<file path="src/rtl/crs_pkg.sv">
package crs_pkg;

   // Kind of the next oscillator edge as seen by the system clock.
   typedef enum logic {
      PH_RISE = 1'b0,
      PH_FALL = 1'b1
   } crs_phase_e;

   // Counter width able to hold values 0 .. n-1.
   function automatic int unsigned crs_cnt_w(input int unsigned n);
      return (n < 2) ? 1 : $clog2(n);
   endfunction

endpackage

</file>
<file path="src/rtl/crs_clk_div.sv">
module crs_clk_div
   import crs_pkg::*;
(
   input  logic osc_i,
   output logic clk_o,
   output logic rise_en_o,
   output logic fall_en_o
);

   logic       div_q = 1'b0;
   crs_phase_e next_ph;

   always_ff @(posedge osc_i) begin
      div_q <= ~div_q;
   end

   assign next_ph   = div_q ? PH_FALL : PH_RISE;
   assign clk_o     = div_q;
   assign rise_en_o = (next_ph == PH_RISE);
   assign fall_en_o = (next_ph == PH_FALL);

endmodule

</file>
<file path="src/rtl/crs_rst_sync.sv">
module crs_rst_sync #(
   parameter int unsigned STAGES = 2
) (
   input  logic osc_i,
   input  logic en_i,
   input  logic req_n_i,
   output logic sync_n_o,
   output logic release_o,
   output logic start_o
);

   logic stage_q [STAGES] = '{default: 1'b0};

   generate
      for (genvar i = 0; i < STAGES; i++) begin : g_stage
         if (i == 0) begin : g_first
            always_ff @(posedge osc_i) begin
               if (en_i) stage_q[0] <= req_n_i;
            end
         end else begin : g_next
            always_ff @(posedge osc_i) begin
               if (en_i) stage_q[i] <= stage_q[i-1];
            end
         end
      end
   endgenerate

   assign sync_n_o  = stage_q[STAGES-1];
   assign release_o = en_i & ~stage_q[STAGES-1] &  stage_q[STAGES-2];
   assign start_o   = en_i &  stage_q[STAGES-1] & ~stage_q[STAGES-2];

endmodule

</file>
<file path="src/rtl/crs_hold_monitor.sv">
module crs_hold_monitor
   import crs_pkg::*;
#(
   parameter int unsigned MIN_CLKS = 5
) (
   input  logic osc_i,
   input  logic en_i,
   input  logic active_i,
   input  logic release_i,
   input  logic start_i,
   output logic short_o
);

   localparam int unsigned W = crs_cnt_w(MIN_CLKS + 1);
   localparam logic [W-1:0] SAT = W'(MIN_CLKS);

   logic [W-1:0] held_q  = '0;
   logic         short_q = 1'b0;
   logic [W:0]   held_now;

   assign held_now = {1'b0, held_q} + 1'b1;

   always_ff @(posedge osc_i) begin
      if (en_i) begin
         if (!active_i)         held_q <= '0;
         else if (held_q != SAT) held_q <= held_q + 1'b1;
      end
   end

   always_ff @(posedge osc_i) begin
      if (release_i)    short_q <= (held_now < (W+1)'(MIN_CLKS));
      else if (start_i) short_q <= 1'b0;
   end

   assign short_o = short_q;

endmodule

</file>
<file path="src/rtl/crs_fetch_timer.sv">
module crs_fetch_timer
   import crs_pkg::*;
#(
   parameter int unsigned HALF_CYCLES = 13
) (
   input  logic osc_i,
   input  logic release_i,
   input  logic abort_i,
   output logic go_o
);

   localparam int unsigned W = crs_cnt_w(HALF_CYCLES);
   localparam logic [W-1:0] LOAD = W'(HALF_CYCLES - 1);

   logic [W-1:0] left_q = '0;
   logic         busy_q = 1'b0;
   logic         go_q   = 1'b0;

   always_ff @(posedge osc_i) begin
      go_q <= 1'b0;
      if (release_i) begin
         busy_q <= 1'b1;
         left_q <= LOAD;
      end else if (abort_i) begin
         busy_q <= 1'b0;
      end else if (busy_q) begin
         if (left_q == '0) begin
            go_q   <= 1'b1;
            busy_q <= 1'b0;
         end else begin
            left_q <= left_q - 1'b1;
         end
      end
   end

   assign go_o = go_q;

endmodule

</file>
<file path="src/rtl/clkrst_sequencer.sv">
module clkrst_sequencer #(
   parameter int unsigned SYNC_STAGES       = 2,
   parameter int unsigned MIN_RST_CLKS      = 5,
   parameter int unsigned FETCH_HALF_CYCLES = 13
) (
   input  logic osc_i,
   input  logic rst_req_ni,
   output logic sys_clk_o,
   output logic sys_rst_o,
   output logic core_go_o,
   output logic short_rst_o
);

   initial begin
      if (SYNC_STAGES < 2)
         $error("SYNC_STAGES must be at least 2");
      if (MIN_RST_CLKS < 1)
         $error("MIN_RST_CLKS must be at least 1");
      if ((FETCH_HALF_CYCLES % 2) != 1)
         $error("FETCH_HALF_CYCLES must be odd to land on a falling phase");
   end

   logic rise_en, fall_en;
   logic sync_n, rel, start;

   crs_clk_div u_div (
      .osc_i     (osc_i),
      .clk_o     (sys_clk_o),
      .rise_en_o (rise_en),
      .fall_en_o (fall_en)
   );

   crs_rst_sync #(.STAGES(SYNC_STAGES)) u_sync (
      .osc_i     (osc_i),
      .en_i      (rise_en),
      .req_n_i   (rst_req_ni),
      .sync_n_o  (sync_n),
      .release_o (rel),
      .start_o   (start)
   );

   crs_hold_monitor #(.MIN_CLKS(MIN_RST_CLKS)) u_hold (
      .osc_i     (osc_i),
      .en_i      (rise_en),
      .active_i  (~sync_n),
      .release_i (rel),
      .start_i   (start),
      .short_o   (short_rst_o)
   );

   crs_fetch_timer #(.HALF_CYCLES(FETCH_HALF_CYCLES)) u_fetch (
      .osc_i     (osc_i),
      .release_i (rel),
      .abort_i   (~sync_n),
      .go_o      (core_go_o)
   );

   assign sys_rst_o = ~sync_n;

   logic unused_fall;
   assign unused_fall = fall_en;

endmodule

</file>
<file path="config.mk">
export PLATFORM = sky130hd
export DESIGN_NAME = clkrst_sequencer
export DESIGN_NICKNAME = d
export VERILOG_FILES = /design/src/rtl/crs_pkg.sv /design/src/rtl/crs_clk_div.sv /design/src/rtl/crs_rst_sync.sv /design/src/rtl/crs_hold_monitor.sv /design/src/rtl/crs_fetch_timer.sv /design/src/rtl/clkrst_sequencer.sv
export SDC_FILE = /design/constraint.sdc
export NUM_CORES = 1
export LEC_CHECK = 0
export ABC_AREA = 1
export BUFFER_PORTS_ARGS = -buffer_cell sky130_fd_sc_hd__buf_2
export CORE_AREA = 2 2 39 41
export CTS_BUF_LIST = sky130_fd_sc_hd__clkbuf_4 sky130_fd_sc_hd__clkbuf_8
export CTS_CLUSTER_DIAMETER = 40
export DETAILED_ROUTE_END_ITERATION = 7
export DIE_AREA = 0 0 41 43
export PLACE_DENSITY_LB_ADDON = 0.25
export SYNTH_ARGS = -nofsm -noshare
export SYNTH_HDL_FRONTEND = slang
export SYNTH_SLANG_ARGS = --single-unit
</file>
<file path="constraint.sdc">
create_clock -name osc_i -period 1.3 [get_ports osc_i]
set_clock_uncertainty 0.2 [all_clocks]
set_input_delay 0.065 -clock osc_i [delete_from_list [all_inputs] [get_ports osc_i]]
set_output_delay 0.065 -clock osc_i [all_outputs]
set_load 0.02 [all_outputs]
</file>
After elaboration in Yosys (flattened, before gate mapping)
Memories as Yosys holds them, arrays and structs flattened.
Cells that the tools add are included.
Widths: inputs -> output; s select.
{"block": "op_classes", "add_sub_neg": 3, "n_lt_le_gt_ge": 1, "eq_ne": 1, "n_mux": 9, "bitwise": 10, "n_reduce_logical": 6}
{"cell": "$mux 1", "count": 8}
{"cell": "$not 1->1", "count": 6}
{"cell": "$add 3x1->4 const B", "count": 1}
{"cell": "$and 1x1->1", "count": 4}
{"cell": "$logic_not 4->1", "count": 1}
{"cell": "$lt 4x3->1 const B", "count": 1}
{"cell": "$reduce_bool 2->1", "count": 2}
{"cell": "$sub 4x1->4 const B", "count": 1}
{"cell": "$add 3x1->3 const B", "count": 1}
{"cell": "$mux 3", "count": 1}
{"cell": "$ne 3x3->1 const B", "count": 1}
{"cell": "$reduce_and 3->1", "count": 1}
{"cell": "$reduce_or 3->1", "count": 1}
{"cell": "$reduce_and 2->1", "count": 1}
{"block": "word_totals", "reg_bits": 11, "mem_bits_rw": 2, "in_bits": 2, "output_inout_bits": 4, "memories": 1}
{"memory": "u_sync.stage_q", "words": 2, "width": 1, "read_ports": 2, "rd_clocked_by_memory_dff": 0, "write_ports": 2, "line_no": "crs_rst_sync.sv:12", "text": "logic stage_q [STAGES] = '{default: 1'b0};"}

Logic depth before layout (Yosys ltp)
Gate-level depths: netlist of the first run.
{"block": "logic_depth", "ltp_word": 6, "ltp_mapped": 7, "ltp_nobuf": 7}

Modules after synthesis
A second synthesis of the first run with hierarchy kept.
{"block": "unflattened", "cells_unflattened": 72, "area_unflattened_um2": 610.6}
{"module": "crs_fetch_timer", "instances": 1, "cells_per_inst": 39, "area_each_um2": 280.3, "seq_area_each_um2": 120.1}
{"module": "crs_hold_monitor", "instances": 1, "cells_per_inst": 23, "area_each_um2": 220.2, "seq_area_each_um2": 120.1}
{"module": "crs_rst_sync", "instances": 1, "cells_per_inst": 6, "area_each_um2": 75.1, "seq_area_each_um2": 60.1}
{"module": "crs_clk_div", "instances": 1, "cells_per_inst": 3, "area_each_um2": 31.3, "seq_area_each_um2": 20.0}
{"module": "clkrst_sequencer", "instances": 1, "cells_per_inst": 1, "area_each_um2": 3.8, "seq_area_each_um2": 0.0}

Least setup slack after synthesis of the first run
OpenSTA, ideal clock, no wires.
{"block": "synth_timing", "path_kind": "reg2reg", "from": "register u_hold.held_q[0]", "to": "register u_hold.held_q[0], enable pin", "setup_ns": 0.333, "arrival_ns": 0.880, "required_time_ns": 0.767, "setup_slack_ns": -0.113, "path_stages_with_launch": 3, "n_path_buf": 0, "path_cell_list": "edfxtp_1 -> ha_1 -> a31oi_1"}
{"block": "synth_between", "elab_chain_len": 3}
{"item": "start, declared", "line_no": "crs_hold_monitor.sv:17", "text": "logic [W-1:0] held_q = '0;"}
{"item": "start signal, assigned", "line_no": "crs_hold_monitor.sv:26", "text": "else if (held_q != SAT) held_q <= held_q + 1'b1;"}
{"item": "$ne 3x3->1", "line_no": "crs_hold_monitor.sv:26"}
{"item": "$reduce_bool 2->1 (no line)"}
{"item": "$reduce_and 2->1 (no line)"}
No other way between the ends.
A chain may end at the register's enable or synchronous reset.

Worst setup path after layout of the first run
{"block": "layout_timing", "from": "register u_hold.held_q[0]", "to": "register u_hold.held_q[1], enable pin"}
Same word-level chain as after synthesis.

==> results.py, run 1 <==
metrics = {
    "finish": {
        "syn_to_final_growth_pct": 42.6,
        "fin_cells": 97,
        "fillers": 124,
        "antenna_cells": 0,
        "design_area_sq_um": 842,
        "finish.utilization_pct": 60.8,
        "nNetsFinal": 87,
        "drive_above_1_share_pct": 55.6,
    },
    "worst_setup_path": {
        "crit_arrival_ns": 1.10,
        "cp_top_family": "flip-flops",
        "cp-end-kind": "register",
        "r2r-start": "u_hold.held_q[0]",
        "reg2reg_slack_ns": -0.02,
        "cp-start-kind": "register",
        "critPathSlowestCell": "edfxtp_1",
        "worstSetupPathType": "reg -> reg",
        "path_buf_inv": 0,
        "ff2ff_path_depth": 2,
        "timing.critical_path.slowest_cell_delay_ns": 0.44,
        "path_cells": "ha_2 > a31oi_4",
        "crit_start": "u_hold.held_q[0]",
        "cp.required_ns": 1.08,
        "critPathMaxFanout": 3,
        "regToRegEndpoint": "u_hold.held_q[1]",
    },
    "power": {
        "p_leak_uw": 0.000370,
        "p_per_area_mw_per_mm2": 806,
        "fin_total_pwr_uw": 679,
        "ir_drop_v": 0.000677,
    },
    "detailed_routing": {
        "num_vias": 466,
        "wl_per_cell_um": 11.0,
        "drc_errors": 0,
        "dr.pass1.iters": 4,
        "first_iter_violations": 7,
        "drt_wl_total_um": 1070,
        "antenna_left": 0,
        "routed_via_density": 4.80,
    },
    "outcome": {
        "status": "finished with violations",
        "violations": "negative setup slack",
    },
    "yosys": {
        "ys_types": 20,
        "synth-simple-area-share_pct": 27.8,
        "synth_area_leaders": "edfxtp_1 31%, dfxtp_1 24%, nand2_1 7.6%, ha_1 6.4%, nor2_1 5.1%",
        "yosysTopAreaCellShare_pct": 30.5,
        "postSynthCellCount": 61,
        "synth-compound-area-share_pct": 3.18,
        "yosysWarnings": 0,
        "muxShareOfSynthArea_pct": 0,
        "synth_fa_ha_area_share_pct": 6.36,
        "synth_seq_cells": 13,
        "synth_top_family_by_area": "simple AND/OR/NAND/NOR gates",
        "synth_seq_area_share_pct": 54.2,
        "synthArstFlopShare_pct": 0,
        "synth-main-ff-cell": "dfxtp_1",
        "synth_xor_area_share_pct": 1.48,
        "synth_top_area_cell": "edfxtp_1",
        "synthesis.area_sq_um": 591,
        "synth_edf_count": 6,
        "syn-num-nets": 66,
        "avgSynthCellArea_sq_um": 9.68,
    },
    "global_route": {
        "grt_max_degree": 9,
        "grtUsageTotal_pct": 15.1,
        "grt_pass1_wl_um": 1770,
        "antenna_found_initial": 0,
        "grt_pass1_vias": 454,
        "grt_overflow": 0,
    },
    "clock_network": {
        "cts_buffers": 3,
        "cts_tree": "yes",
        "root_buffer": "clkbuf_4",
        "numClockSinks": 13,
        "clk_path_buf_depth": 2,
        "clock_latency_ns": 0.28,
        "clk_pin_slew_ns": 0.08,
        "htreeDepth": 1,
    },
    "die": {
        "start_util_pct": 42.7,
        "die_h_um": 43,
        "io_pins": 6,
        "core_area_sq_mm": 0.00138,
        "rows": 14,
        "dieArea_sq_mm": 0.00176,
        "dieWidth_um": 41,
    },
    "placed_design": {
        "dpl_cell_area_sq_um": 704,
        "place_hpwl_um": 717,
        "dp.cells": 89,
        "portBuffers": 5,
        "gp_congestion": 0.748,
    },
    "worst_hold_path": {
        "min_delay_path_depth": 2,
        "hold_path.class": "reg -> reg",
        "min-delay-start": "u_fetch.left_q[2]",
        "min_to": "u_fetch.left_q[2]",
    },
    "sta": {
        "final-max-slew-violation-count": 0,
        "hold_violations": 0,
        "finalSetupViolations": 3,
        "rsz0062_at_grt": "true",
        "fmax_mhz": 760,
        "whs_ns": 0.298,
        "period_needed_ns": 1.32,
        "worst_pin_slew_ns": 0.187,
        "slew-limit-headroom_pct": 87.5,
        "setup_ws_ns": -0.0158,
        "final.period_utilization_pct": 101,
    },
    "run": {
        "cap_violations": 0,
    },
}
-- cells by family (layout without fill, tap and decap cells) --
kind of cell	after synthesis	in the layout
DFF	13	13
AOI/OAI and AO/OA	3	3
buffers and inverters	9	29
and+or+nand+nor	32	32
adders and majority gates	3	3
xor gates and xnor gates	1	1
-- cell usage after synthesis, types with 2 or more instances --
cell and n:
ha_1 3, nand2_1 12, inv_1 6, edfxtp_1 6, nor2_2 2, dfxtp_1 7, nand3_1 5, nor2_1 8
-- worst reg2reg max path, delay by kind of cell (launching register included) --
| family | cells | cell delay [ns] |
|---|---|---|
| fa+ha+maj | 1 | 0.21 |
| flops | 1 | 0.44 |
| compound gates | 1 | 0.17 |
-- flip-flops by register name, indices dropped and copies added (netlist names) --
| register | cells |
|---|---|
| u_fetch.busy_q | 1 |
| u_fetch.left_q | 4 |
| u_sync.stage_q | 2 |
| u_hold.held_q | 3 |
| u_fetch.go_o | 1 |
| u_hold.short_o | 1 |
| u_div.clk_o | 1 |
-- how the worst max path moves through the flow --
stage                                  end  slack (ns)  cells past startpoint
after global routing      u_hold.held_q[1]       -0.05                      2
after CTS                 u_hold.held_q[1]       -0.03                      2
final                     u_hold.held_q[1]       -0.02                      2
after floorplan             u_hold.short_o       -0.02                      3
after global placement    u_hold.held_q[1]       -0.04                      2
after detailed placement    u_hold.short_o        -0.1                      3
-- routing by layer --
metal / global-route usage (%) / share of wire [%]
met1: 21.4 / 44
met4: 10.0 / 0.93
met2: 20.0 / 51
met3: 3.14 / 3.7
met5: 0 / 0
-- final cells by class --
class,count,area (sq um),share of cell area [%]
multi-input combinational,39,307,36.4
clock buffer,3,22.5,2.67
inverter,9,41.3,4.90
clock inverter,1,5.00,0.594
timing repair buffer,16,124,14.7
sequential,13,323,38.3
tap,16,20.0,2.38
-- cell usage in the layout, fill, tap and decap left out --
master / synthesis / final
inv_4: 1 / 1
nand4_1: 1 / 1
dlygate4sd3_1: 0 / 1
ha_2: 0 / 2
buf_4: 0 / 8
nor2_4: 0 / 2
nand2_2: 1 / 4
ha_4: 0 / 1
clkinv_2: 0 / 1
nor2_1: 8 / 5
dfxtp_2: 0 / 2
xnor2_1: 1 / 1
inv_1: 6 / 4
nand2_1: 12 / 9
o21ai_2: 0 / 1
buf_2: 0 / 4
nor2_2: 2 / 3
clkbuf_4: 0 / 3
a21boi_2: 0 / 1
nand3_2: 1 / 1
dfxtp_1: 7 / 5
inv_2: 1 / 3
buf_6: 0 / 3
nand3_1: 5 / 4
nand3_4: 1 / 2
clkinv_4: 1 / 1
nand2_4: 1 / 1
a31oi_4: 0 / 1
edfxtp_1: 6 / 6
-- what timing repair did --
item                       4_1_cts  5_1_grt
resized for setup                8       16
hold buffers                     1        0
hold endpoints to repair         1        0
buffers inserted                 1        2
setup endpoints to repair        9       10
pin swaps                        2        5
-- stage by stage --
step                setup TNS [ns]  worst slack (ns)
global route                -0.352           -0.0518
finish                     -0.0472           -0.0158
detailed placement          -0.462           -0.0998
CTS                        -0.0890           -0.0289
global placement            -0.228           -0.0411
floorplan                  -0.0241           -0.0241
-- power breakdown --
group | internal [uW] | switching, uW
combinational | 2.97 | 0.689
clock | 114 | 138
sequential | 424 | 0
No activity file was read; power rests on OpenSTA's default activity.
==> inputs of run 2 (changes only) <==
--- a/config.mk
+++ b/config.mk
@@ -6,7 +6,7 @@
 export NUM_CORES = 1
 export LEC_CHECK = 0
 export ABC_AREA = 1
-export BUFFER_PORTS_ARGS = -buffer_cell sky130_fd_sc_hd__buf_2
+export BUFFER_PORTS_ARGS = -buffer_cell sky130_fd_sc_hd__buf_4
 export CORE_AREA = 2 2 39 41
 export CTS_BUF_LIST = sky130_fd_sc_hd__clkbuf_4 sky130_fd_sc_hd__clkbuf_8
 export CTS_CLUSTER_DIAMETER = 40
==> run 2 against run 1 <==
The flow still finishes with violations (negative setup slack). Die area did not move. First-iteration DRC count rose by 43%. Critical path depth did not move. Sequential power barely moved. Sequential cell count did not move. Routed wire length fell by 5.9%. Register-to-register slack got worse by 0.03 ns. Maximum frequency fell by 2.3%. Clock power rose by 8.3%. Highest routed layer unchanged.
==> results.py, run 2 (synthesis gave the netlist of run 1 again) <==
metrics = {
    "global_route": {
        "grt_pass1_wl_um": 1550,
        "antenna_found_initial": 0,
        "grt_pass1_vias": 367,
        "grtUsageTotal_pct": 14.0,
        "grt_overflow": 0,
        "grt_max_degree": 8,
    },
    "sta": {
        "worst_pin_slew_ns": 0.233,
        "setup_tns_ns": -0.182,
        "whs_ns": 0.289,
        "slew-limit-headroom_pct": 84.5,
        "period_needed_ns": 1.35,
        "final-max-slew-violation-count": 0,
        "final.period_utilization_pct": 104,
        "rsz0062_at_grt": "true",
        "finalSetupViolations": 5,
        "hold_violations": 0,
        "fmax_mhz": 743,
        "setup_ws_ns": -0.0465,
    },
    "clock_network": {
        "root_buffer": "clkbuf_4",
        "cts_buffers": 3,
        "clock_latency_ns": 0.27,
        "clk_pin_slew_ns": 0.08,
        "cts_tree": "yes",
        "numClockSinks": 13,
        "clk_path_buf_depth": 2,
        "htreeDepth": 1,
    },
    "power": {
        "p_leak_uw": 0.000358,
        "fin_total_pwr_uw": 702,
        "p_per_area_mw_per_mm2": 855,
        "ir_drop_v": 0.000693,
    },
    "finish": {
        "top_register": "u_fetch.left_q",
        "largest_reg_flops": 4,
        "final_cell_mix": "11 x nand2_1, 11 x buf_4, 6 x nor2_1, 6 x dfxtp_1, 6 x edfxtp_1",
        "nNetsFinal": 85,
        "syn_to_final_growth_pct": 39.0,
        "drive_above_1_share_pct": 48.1,
        "fillers": 123,
        "antenna_cells": 0,
        "finish.utilization_pct": 59.3,
        "reg_top3": "u_fetch.left_q (4), u_hold.held_q (3), u_sync.stage_q (2)",
        "design_area_sq_um": 821,
    },
    "worst_setup_path": {
        "path_buf_inv": 0,
        "reg2reg_slack_ns": -0.05,
        "cp_top_family": "flip-flops",
        "timing.critical_path.slowest_cell_delay_ns": 0.45,
        "cp.required_ns": 1.08,
        "critPathSlowestCell": "edfxtp_1",
        "worstSetupPathType": "reg -> reg",
        "path_cells": "ha_2 > a31oi_4",
        "critPathMaxFanout": 4,
        "cp-end-kind": "register",
        "crit_arrival_ns": 1.12,
        "cp-start-kind": "register",
    },
    "die": {
        "dieWidth_um": 41,
        "rows": 14,
        "die_h_um": 43,
        "dieArea_sq_mm": 0.00176,
        "start_util_pct": 42.7,
        "io_pins": 6,
        "core_area_sq_mm": 0.00138,
    },
    "run": {
        "cap_violations": 0,
    },
    "placed_design": {
        "dpl_cell_area_sq_um": 717,
        "portBuffers": 5,
        "gp_congestion": 0.707,
        "place_hpwl_um": 730,
    },
    "detailed_routing": {
        "num_vias": 464,
        "routed_via_density": 4.88,
        "drc_errors": 0,
        "drt_wl_total_um": 1010,
        "antenna_left": 0,
        "wl_per_cell_um": 10.6,
        "first_iter_violations": 10,
        "dr.pass1.iters": 4,
    },
    "outcome": {
        "violations": "negative setup slack",
        "status": "finished with violations",
    },
    "worst_hold_path": {
        "hold_path.class": "reg -> reg",
    },
}
==> run 2: changes by cell type in the layout (fill, tap and decap cells not counted), moves of 2 or more <==
cell	change
nand2_1	+2
buf_2	-4
buf_4	+3
nand2_2	-2
==> run 2: metal layers <==
metal	track usage, %	routed length [um]
met1	18.2	492
met2	18.4	452
met3	3.14	26
met4	12.0	36
met5	0	0
==> run 2: layout make-up <==
cell class	count	area, sq um	area share (%)
inverters	9	41.3	5.03
clock buffers	4	30.0	3.66
multi-input cells	39	293	35.7
flip-flops and latches	13	322	39.2
well taps	16	20.0	2.44
repair buffers	14	115	14.0
==> run 2: path summary, 6_finish.rpt <==
path / startpoint / to / depth (start not counted)
setup / recovery: u_hold.held_q[0] / u_hold.held_q[2] / 2
hold / removal: u_fetch.busy_q / u_fetch.go_o / 2
setup reg to reg: u_hold.held_q[0] / u_hold.held_q[2] / 2
hold reg to reg: u_fetch.busy_q / u_fetch.go_o / 2
==> run 2: where the power goes <==
part | internal [uW] | total (uW) | switching (uW)
combinational | 3.79 | 4.49 | 0.702
sequential | 424 | 424 | 0
clock | 140 | 273 | 134
==> run 2: per-stage QoR <==
step / instances / worst slack [ns]
after global placement: 89 / -0.0339
after CTS: 94 / -0.0476
after floorplan: 61 / -0.0241
after global routing: 95 / -0.0941
final: 95 / -0.0465
after detailed placement: 89 / -0.105
==> run 2: worst register-to-register path: stages, from the launching register on <==
cell	delay, ns
edfxtp_1	0.45
ha_2	0.22
a31oi_4	0.18
==> run 2: what timing repair did <==
| item | 4_1_cts | 5_1_grt |
|---|---|---|
| setup buffers | 0 | 1 |
| pin swaps | 3 | 1 |
| resized for setup | 6 | 10 |
| hold buffers | 1 | 0 |
| endpoints found under the hold margin | 1 | 0 |
| setup endpoints to repair | 8 | 11 |
==> inputs of run 3 (changes only) <==
--- a/config.mk
+++ b/config.mk
@@ -13,6 +13,7 @@
 export DETAILED_ROUTE_END_ITERATION = 7
 export DIE_AREA = 0 0 41 43
 export PLACE_DENSITY_LB_ADDON = 0.25
+export RECOVER_POWER = 25
 export SYNTH_ARGS = -nofsm -noshare
 export SYNTH_HDL_FRONTEND = slang
 export SYNTH_SLANG_ARGS = --single-unit
==> run 3 against run 2 <==
The run still ends with negative setup slack left. Highest routed layer unchanged. Register-to-register slack about the same. Die area unchanged. Worst setup slack unchanged. Maximum frequency unchanged. Critical path type unchanged. Utilization down 0.27 points. Clock power about the same. Routed wire length about the same. Non-clock buffer count unchanged. Worst hold slack unchanged.
==> results.py, run 3 (synthesis gave the netlist of run 1 again) <==
metrics = {
    "outcome": {
        "status": "finished with violations",
        "violations": "negative setup slack",
    },
    "global_route": {
        "busiest_layer": "met2",
        "antenna_found_initial": 0,
        "grt_overflow": 0,
        "grtUsageMet1_pct": 18.2,
        "grtUsageTotal_pct": 14.0,
        "grtUsageMet2_pct": 18.4,
        "grt_pass1_vias": 367,
        "grt_use_met3_pct": 3.14,
        "grt_max_degree": 8,
        "grt_pass1_wl_um": 1550,
    },
    "worst_setup_path": {
        "crit_arrival_ns": 1.12,
        "critPathMaxFanout": 4,
        "path_cells": "ha_2 > a31oi_4",
        "cp-start-kind": "register",
        "critPathSlowestCell": "edfxtp_1",
        "cp.required_ns": 1.08,
        "worstSetupPathType": "reg -> reg",
        "ff2ff_path_depth": 2,
        "timing.critical_path.slowest_cell_delay_ns": 0.45,
        "cp-end-kind": "register",
    },
    "clock_network": {
        "clk_pin_slew_ns": 0.08,
        "cts_buffers": 3,
        "clock_latency_ns": 0.27,
        "htreeDepth": 1,
        "clk_path_buf_depth": 2,
        "root_buffer": "clkbuf_4",
        "numClockSinks": 13,
        "cts_tree": "yes",
    },
    "finish": {
        "nNetsFinal": 85,
        "drive_above_1_share_pct": 46.8,
        "multi_input_area_sq_um": 293,
        "fin_cells": 95,
        "final_common_cell": "nand2_1",
        "seq_area_sq_um": 322,
        "reg_top3": "u_fetch.left_q (4), u_hold.held_q (3), u_sync.stage_q (2)",
        "antenna_cells": 0,
        "largest_reg_flops": 4,
        "top_register": "u_fetch.left_q",
        "final_cell_mix": "11 x nand2_1, 9 x buf_4, 6 x nor2_1, 6 x dfxtp_1, 6 x edfxtp_1",
        "syn_to_final_growth_pct": 38.3,
        "fillers": 125,
    },
    "detailed_routing": {
        "first_iter_violations": 10,
        "wl_per_cell_um": 10.6,
        "antenna_left": 0,
        "drc_errors": 0,
        "num_vias": 464,
        "routed_via_density": 4.88,
        "drt_wl_total_um": 1010,
        "dr.pass1.iters": 4,
    },
    "placed_design": {
        "gp_congestion": 0.707,
        "place_hpwl_um": 730,
        "portBuffers": 5,
        "dp.cells": 89,
    },
    "sta": {
        "slew-limit-headroom_pct": 83.7,
        "finalSetupViolations": 5,
        "fmax_mhz": 743,
        "rsz0062_at_grt": "true",
        "final.period_utilization_pct": 104,
        "setup_tns_ns": -0.182,
        "period_needed_ns": 1.35,
        "final-max-slew-violation-count": 0,
        "hold_violations": 0,
        "setup_ws_ns": -0.0465,
        "worst_pin_slew_ns": 0.246,
    },
    "worst_hold_path": {
        "hold_path.class": "reg -> reg",
        "min_delay_path_depth": 2,
    },
    "die": {
        "dieWidth_um": 41,
        "rows": 14,
        "dieArea_sq_mm": 0.00176,
        "core_area_sq_mm": 0.00138,
        "io_pins": 6,
        "start_util_pct": 42.7,
        "die_h_um": 43,
    },
    "power": {
        "ir_drop_v": 0.000692,
        "p_leak_uw": 0.000353,
        "p_per_area_mw_per_mm2": 858,
    },
    "run": {
        "cap_violations": 0,
    },
}
run 3: cell count changes in the layout (fill, tap and decap cells not counted):
cell / delta
buf_4: -2
clkbuf_4: +1
clkbuf_1: +1
run 3: timing repair:
item / in CTS / in global routing
setup buffers: 0 / 1
resized for setup: 6 / 10
pin swaps: 3 / 1
hold buffers: 1 / 0
hold endpoints to repair: 1 / 0
setup endpoints to repair: 8 / 11
run 3: power breakdown:
group | internal (uW) | switching (uW)
clock | 140 | 134
sequential | 424 | 0
combinational | 3.63 | 0.644
run 3: metal layers:
metal  share of wire [%]  wire [um]
met5                   0          0
met4                 3.6         36
met3                 2.7         27
met2                  45        451
met1                  49        492
run 3: worst paths after layout:
| check | startpoint | to | slack, ns |
|---|---|---|---|
| max reg2reg | u_hold.held_q[0] | u_hold.held_q[2] | -0.05 |
| min reg2reg | u_fetch.busy_q | u_fetch.go_o | 0.29 |
| max | u_hold.held_q[0] | u_hold.held_q[2] | -0.05 |
| min | u_fetch.busy_q | u_fetch.go_o | 0.29 |
run 3: area by class of cell:
cell class / count / area share [%]
multi-input cells: 39 / 35.8
flip-flops and latches: 13 / 39.4
clock buffers: 4 / 3.68
well taps: 16 / 2.45
repair buffers: 14 / 13.6
inverters: 9 / 5.05
run 3: per-stage QoR:
| step | setup slack, ns | hold WS (ns) | area [sq um] | utilization, % | total power (uW) |
|---|---|---|---|---|---|
| 2_1_floorplan | -0.0241 | -0.0361 | 607 | - | 433 |
| 3_3_place_gp | -0.0339 | 0.0438 | 717 | 51.8 | 436 |
| 3_5_place_dp | -0.105 | 0.0445 | 717 | 51.8 | 436 |
| 4_1_cts | -0.0476 | 0.290 | 788 | 57.0 | 704 |
| 5_1_grt | -0.0941 | 0.318 | 817 | 59.0 | 724 |
| 6_report | -0.0465 | 0.289 | 817 | 59.0 | 701 |
run 3: critical path: cells and delay by family (launching register included):
kind | cells | cell delay (ns)
AO/OA/AOI/OAI | 1 | 0.18
adder cells (fa/ha/maj) | 1 | 0.22
flip-flops | 1 | 0.45
